===== src/rtl/postMaskPkg.sv =====
package postMaskPkg;
  parameter int MASK_W = 64;
  parameter int CODE_W = $clog2(MASK_W) + 1;
  parameter int CTRL_W = 16;

  typedef struct packed {
    logic load;
    logic useCtrl;
  } maskCtlT;
endpackage


===== src/rtl/postMaskCtl.sv =====
module postMaskCtl
  import postMaskPkg::*;
(
  input  logic    clk,
  input  logic    rstN,
  input  logic    loadImm,
  input  logic    loadCtrl,
  output maskCtlT ctl
);
  always_comb begin
    ctl.load    = loadImm | loadCtrl;
    ctl.useCtrl = loadCtrl & ~loadImm;
  end

  // the control source is never chosen while the immediate strobe is up
  assert_imm_priority_R7: assert property (@(posedge clk) disable iff (!rstN)
    loadImm |-> !ctl.useCtrl);
  assert_ctrl_source_R6: assert property (@(posedge clk) disable iff (!rstN)
    (loadCtrl && !loadImm) |-> (ctl.useCtrl && ctl.load));
endmodule


===== src/rtl/postMaskDp.sv =====
module postMaskDp
  import postMaskPkg::*;
#(
  parameter int MW = MASK_W,
  parameter int CW = CODE_W,
  parameter int TW = CTRL_W
) (
  input  logic          clk,
  input  logic          rstN,
  input  maskCtlT       ctl,
  input  logic [CW-1:0] immCode,
  input  logic [TW-1:0] ctrlWord,
  output logic [MW-1:0] maskOut
);
  localparam int WRAP = 2 * MW;

  logic [CW-1:0] codeSel;
  logic          wrapMode;
  logic [CW:0]   runLen;
  logic [MW-1:0] maskNext;

  assign codeSel  = ctl.useCtrl ? ctrlWord[CW-1:0] : immCode;
  assign wrapMode = codeSel[CW-1];
  // zero-run length: code itself for the top end, WRAP - code for the bottom end
  assign runLen   = wrapMode ? (CW+1)'(WRAP - int'(codeSel)) : {1'b0, codeSel};

  for (genvar b = 0; b < MW; b++) begin : gBit
    always_comb begin
      if (wrapMode) maskNext[b] = (b >= int'(runLen));
      else          maskNext[b] = (b + int'(runLen) < MW);
    end
  end

  always_ff @(posedge clk or negedge rstN) begin
    if (!rstN)         maskOut <= '1;
    else if (ctl.load) maskOut <= maskNext;
  end

  assert_hold_R8: assert property (@(posedge clk) disable iff (!rstN)
    !ctl.load |=> $stable(maskOut));
  assert_top_count_R3: assert property (@(posedge clk) disable iff (!rstN)
    (ctl.load && !wrapMode) |=> ($countones(maskOut) == MW - int'($past(codeSel))));
  assert_top_msb_R3: assert property (@(posedge clk) disable iff (!rstN)
    (ctl.load && !wrapMode && codeSel != '0) |=> !maskOut[MW-1]);
  assert_bottom_count_R4: assert property (@(posedge clk) disable iff (!rstN)
    (ctl.load && wrapMode) |=> ($countones(maskOut) == int'($past(codeSel)) - MW));
  assert_bottom_lsb_R4: assert property (@(posedge clk) disable iff (!rstN)
    (ctl.load && wrapMode) |=> !maskOut[0]);
endmodule


===== src/rtl/postMaskGen.sv =====
module postMaskGen
  import postMaskPkg::*;
(
  input  logic              clk,
  input  logic              rstN,
  input  logic              loadImm,
  input  logic              loadCtrl,
  input  logic [CODE_W-1:0] immCode,
  input  logic [CTRL_W-1:0] ctrlWord,
  output logic [MASK_W-1:0] maskOut
);
  maskCtlT ctl;

  postMaskCtl uCtl (
    .clk(clk), .rstN(rstN), .loadImm(loadImm), .loadCtrl(loadCtrl), .ctl(ctl)
  );

  postMaskDp #(.MW(MASK_W), .CW(CODE_W), .TW(CTRL_W)) uDp (
    .clk(clk), .rstN(rstN), .ctl(ctl), .immCode(immCode),
    .ctrlWord(ctrlWord), .maskOut(maskOut)
  );
endmodule


===== config.mk =====
export PLATFORM = sky130hd
export DESIGN_NAME = postMaskGen
export DESIGN_NICKNAME = d
export VERILOG_FILES = /design/src/rtl/postMaskPkg.sv /design/src/rtl/postMaskCtl.sv /design/src/rtl/postMaskDp.sv /design/src/rtl/postMaskGen.sv
export SDC_FILE = /design/constraint.sdc
export NUM_CORES = 1
export LEC_CHECK = 0
export ABC_AREA = 0
export BUFFER_PORTS_ARGS = -buffer_cell sky130_fd_sc_hd__buf_2
export CAP_MARGIN = 30
export CORE_MARGIN = 3
export CORE_UTILIZATION = 61
export DETAILED_ROUTE_END_ITERATION = 10
export PLACE_DENSITY = 0.86
export SETUP_SLACK_MARGIN = 0.05
export SLEW_MARGIN = 20
export SYNTH_ARGS = -nofsm -noshare
export SYNTH_HDL_FRONTEND = slang
export SYNTH_SLANG_ARGS = --single-unit

===== constraint.sdc =====
create_clock -name clk -period 1.75 [get_ports clk]
set_input_delay 0.175 -clock clk [delete_from_list [all_inputs] [get_ports clk]]
set_output_delay 0.175 -clock clk [all_outputs]
set_load 0.05 [all_outputs]

==> results.py, run 1 <==
metrics = {
    "run_status": {
        "status": "did not finish",
        "stop_stage": "clock tree synthesis",
        "first-error": "[ERROR DPL-0038] Utilization greater than 100%, impossible to legalize",
    },
    "synthesis": {
        "synth_warnings": 0,
        "synth.distinct_cells": 75,
        "postSynthAreaPerCell_sq_um": 8.06,
        "synth_top_flop_cell": "dfstp_2",
        "netlist_area_sq_um": 4640,
        "syn_nets": 607,
        "synth-seq-area-share": 0.363,
        "async_flop_share": 1.00,
        "synth_seq_cells": 64,
        "syn-instance-count": 575,
        "synth_edf_count": 0,
    },
    "die": {
        "fp-row-count": 31,
        "start_util": 0.633,
        "die_h_microns": 93.2,
        "die_w_microns": 93.2,
        "io_pins": 91,
    },
    "clocking": {
        "cts_sinks": 64,
        "clk_path_buf_depth": 2,
        "holdBufCountCts": 0,
        "cts_setup_buffers": 46,
        "cts_htree_levels": 3,
        "cts_buffers": 9,
        "cts_resized": 218,
        "root_buffer": "clkbuf_8",
    },
    "placed_design": {
        "place_area_sq_um": 6470,
        "pre_cts_slack_ns": -1.11,
        "place_congestion": 1.25,
        "port_buffers": 81,
        "hpwl_mm": 15.1,
    },
}
[cells in the mapped netlist, drive strengths merged, types with 4 or more instances]
| library cell | n | area share |
|---|---|---|
| nor2 | 95 | 0.080 |
| dfstp | 64 | 0.36 |
| o21ai | 61 | 0.067 |
| a21oi | 58 | 0.066 |
| nand2 | 54 | 0.044 |
| a31oi | 23 | 0.031 |
| buf | 23 | 0.031 |
| nor3 | 22 | 0.024 |
| clkbuf | 20 | 0.016 |
| nand3 | 12 | 0.013 |
| inv | 11 | 0.0089 |
| o211ai | 9 | 0.015 |
| o31ai | 8 | 0.014 |
| xnor2 | 8 | 0.020 |
| mux2i | 7 | 0.019 |
| o22ai | 7 | 0.0094 |
| a221oi | 5 | 0.0094 |
| ha | 5 | 0.013 |
| mux2 | 5 | 0.013 |
| nand2b | 5 | 0.0067 |
| o22a | 5 | 0.0094 |
| and2 | 4 | 0.0054 |
| o21a | 4 | 0.0065 |
| o311ai | 4 | 0.0092 |
| or2 | 4 | 0.0054 |
[metrics by stage]
| stage | setup TNS, ns | utilization | hold slack (ns) | cells |
|---|---|---|---|---|
| 2_1_floorplan | -60.84 | - | 0.0272 | 575 |
| 3_3_place_gp | -50.66 | 0.883 | 0.441 | 885 |
| 3_5_place_dp | -58.31 | 0.883 | 0.442 | 885 |
[logic make-up after synthesis]
logic type,after synthesis,synth area share
compound gates,218,0.311
buf+inv,54,0.0559
mux,12,0.0316
fa+ha+maj,5,0.0135
simple gates,214,0.205
xor+xnor,8,0.0200
flops,64,0.363
==> inputs of run 2 (changes only) <==
--- a/config.mk
+++ b/config.mk
@@ -9,10 +9,9 @@
 export BUFFER_PORTS_ARGS = -buffer_cell sky130_fd_sc_hd__buf_2
 export CAP_MARGIN = 30
 export CORE_MARGIN = 3
-export CORE_UTILIZATION = 61
+export CORE_UTILIZATION = 40
 export DETAILED_ROUTE_END_ITERATION = 10
-export PLACE_DENSITY = 0.86
-export SETUP_SLACK_MARGIN = 0.05
+export PLACE_DENSITY_LB_ADDON = 0.15
 export SLEW_MARGIN = 20
 export SYNTH_ARGS = -nofsm -noshare
 export SYNTH_HDL_FRONTEND = slang
==> run 2 against run 1 <==
  * The flow now finishes, with violations (negative setup slack)
  * Synthesized area stayed put
  * Synthesized cell count stayed put
==> results.py, run 2 <==
metrics = {
    "final_layout": {
        "final_cell_count_no_fill": 1014,
        "top_register": "uDp.maskOut",
        "drive_above_1_share": 0.667,
        "diodes": 0,
        "utilization": 0.774,
        "final_cell_mix": "180 x buf_4, 80 x buf_2, 73 x nor2_1, 64 x dfstp_2, 50 x buf_6",
        "largest_reg_flops": 64,
        "layout_commonest_cell": "buf_4",
        "fill_cells": 750,
        "finalNetCount": 901,
        "largest_registers": "uDp.maskOut: 64 flops",
        "area_growth_pct": 84.9,
    },
    "die": {
        "die_h_microns": 114,
        "die_w_microns": 114,
        "io_pins": 91,
        "die-area_sq_um": 12900,
        "core-area_sq_um": 11100,
        "start_util": 0.419,
        "fp-row-count": 38,
    },
    "synthesis": {
        "synth_top_cell_area_share": 0.363,
        "postSynthAreaPerCell_sq_um": 8.06,
        "netlist_area_sq_um": 4640,
        "synth_warnings": 0,
        "synth.distinct_cells": 75,
        "netlist_top_cells_area": "dfstp_2 36%, nor2_1 7.4%, a21oi_1 6.0%",
        "synth_most_common_cell": "nor2_1",
        "yosysTopAreaCell": "dfstp_2",
        "async_flop_share": 1.00,
        "synth_top_flop_cell": "dfstp_2",
        "synth_commonest_cells": "92 x nor2_1, 64 x dfstp_2, 56 x a21oi_1",
        "synth_seq_cells": 64,
        "synth_edf_count": 0,
        "syn_nets": 607,
        "syn-instance-count": 575,
        "synth-seq-area-share": 0.363,
    },
    "drt": {
        "drtPass1Iterations": 5,
        "drcViolationCount": 0,
        "routed_wl_mm": 23.4,
        "ant_nets": 0,
        "vias_per_cell": 6.01,
        "initialDrtViolationCount": 557,
        "wl_per_cell_microns": 23.0,
        "num_vias": 6098,
    },
    "critical_path": {
        "crit_path_start_kind": "primary input",
        "critPathMaxFanout": 6,
        "reg2reg_from": "uDp.maskOut[61]",
        "critPathRequiredTime_ns": 2.02,
        "rrSetupSlack_ns": 0.84,
        "reg2reg_to": "uDp.maskOut[61]",
        "critPathArrivalTime_ns": 2.61,
        "crit_type": "primary input to register",
        "setup.worst_path.end_class": "register",
        "ff2ff_path_depth": 2,
    },
    "sta": {
        "clock_skew_ns": 0,
        "rsz0062_at_grt": "true",
        "fin_ws_ns": -0.590,
        "finalCritPeriodShare": 1.34,
        "setup_viol": 64,
        "maxSlewViolCount": 0,
        "timing.setup.tns_ns": -30.56,
        "max_clock_freq_ghz": 0.427,
        "hold_viol_final": 0,
        "hold_slack_ns": 0.0933,
        "timing.slew.headroom": 0.731,
        "tightestPinTransition_ns": 0.403,
        "fin_crit_ns": 2.34,
    },
    "clocking": {
        "cts_buffers": 9,
        "cts_htree_levels": 3,
        "holdBufCountCts": 0,
        "path_clk_slew_ns": 0.05,
        "root_buffer": "clkbuf_16",
        "clock_latency_ns": 0.34,
        "cts_tree": "built",
        "cts_sinks": 64,
        "clk_path_buf_depth": 2,
    },
    "placed_design": {
        "port_buffers": 81,
        "hpwl_mm": 16.6,
        "place_congestion": 0.991,
        "post-place-cells": 930,
    },
    "grt": {
        "grt_pass1_vias": 5835,
        "antenna_found_initial": 0,
        "globalRouteMet1Util": 0.451,
        "grt.overflow.total": 0,
        "busiest_layer": "met2",
        "gr-usage-met2": 0.551,
        "grt_usage": 0.350,
        "grt_max_degree": 65,
        "grt_pass1_wl_mm": 34.2,
        "use_met3": 0.0907,
    },
    "power_and_ir_drop": {
        "irDropWorstVdd_mv": 0.831,
        "power_density_nw_per_um2": 981,
        "power_mw": 8.42,
        "power.leakage_nw": 3.63,
    },
    "hold_path": {
        "min_path_type": "primary input to asynchronous set/reset pin",
    },
    "job": {
        "drv_cap": 0,
    },
    "run_status": {
        "status": "finished with violations",
        "violations": "negative setup slack",
    },
}
run 2: worst max-delay path by stage:
stage,from,to
final,loadImm,uDp.maskOut[43]
after global routing,loadImm,uDp.maskOut[21]
after CTS,loadImm,uDp.maskOut[21]
after detailed placement,loadImm,uDp.maskOut[1]
after global placement,loadImm,uDp.maskOut[1]
after floorplan,loadImm,uDp.maskOut[2]
run 2: repair_timing:
action / 4_1_cts / 5_1_grt
pin swaps: 62 / 74
endpoints found under the setup margin: 64 / 64
resized for setup: 168 / 117
setup buffers: 31 / 37
run 2: report_power, final:
group	leakage [nW]	switching [mW]	internal [mW]
combinational	2.83	2.91	1.76
sequential	0.673	0.148	1.95
clock	0.132	0.695	0.949
run 2: cell type report:
class	instances	area (sq um)	area share
Tap cell	140	175	0.0204
Multi-Input combinational cell	457	3780	0.441
Clock buffer	10	229	0.0267
Sequential cell	64	1680	0.196
Timing Repair Buffer	326	2620	0.306
Clock inverter	6	36.3	0.00423
Inverter	11	50.0	0.00584
run 2: logic make-up (layout without fill, tap and decap cells):
| kind of cell | Yosys count | after routing | synth area share |
|---|---|---|---|
| buf+inv | 54 | 353 | 0.0559 |
| simple gates | 214 | 214 | 0.205 |
| fa+ha+maj | 5 | 5 | 0.0135 |
| xor+xnor | 8 | 8 | 0.0200 |
| flops | 64 | 64 | 0.363 |
| mux | 12 | 12 | 0.0316 |
| compound gates | 218 | 218 | 0.311 |
run 2: per-layer routing:
metal,routed length [microns],share of wire,vias up
li1,-,-,2717
met1,9240,0.40,2947
met2,11000,0.47,348
met3,1940,0.083,84
met4,1140,0.049,2
met5,33,0.0014,-
run 2: critical path, cell delays in order:
cell and delay, ns:
buf_6 0.09, nand2b_4 0.16, mux2_4 0.34, inv_4 0.08, ha_4 0.18, inv_4 0.05
a211oi_4 0.24, buf_6 0.20, nor4_4 0.06, a311o_1 0.31, o21a_4 0.16, or4_4 0.44
a31oi_4 0.14
run 2: through the flow:
| step | area [sq um] | setup slack [ns] |
|---|---|---|
| 2_1_floorplan | 4840 | -1.08 |
| 3_3_place_gp | 6590 | -1.41 |
| 3_5_place_dp | 6590 | -1.27 |
| 4_1_cts | 7780 | -0.517 |
| 5_1_grt | 8570 | -0.641 |
| 6_report | 8570 | -0.590 |
Power figures use the tool's default switching activity.
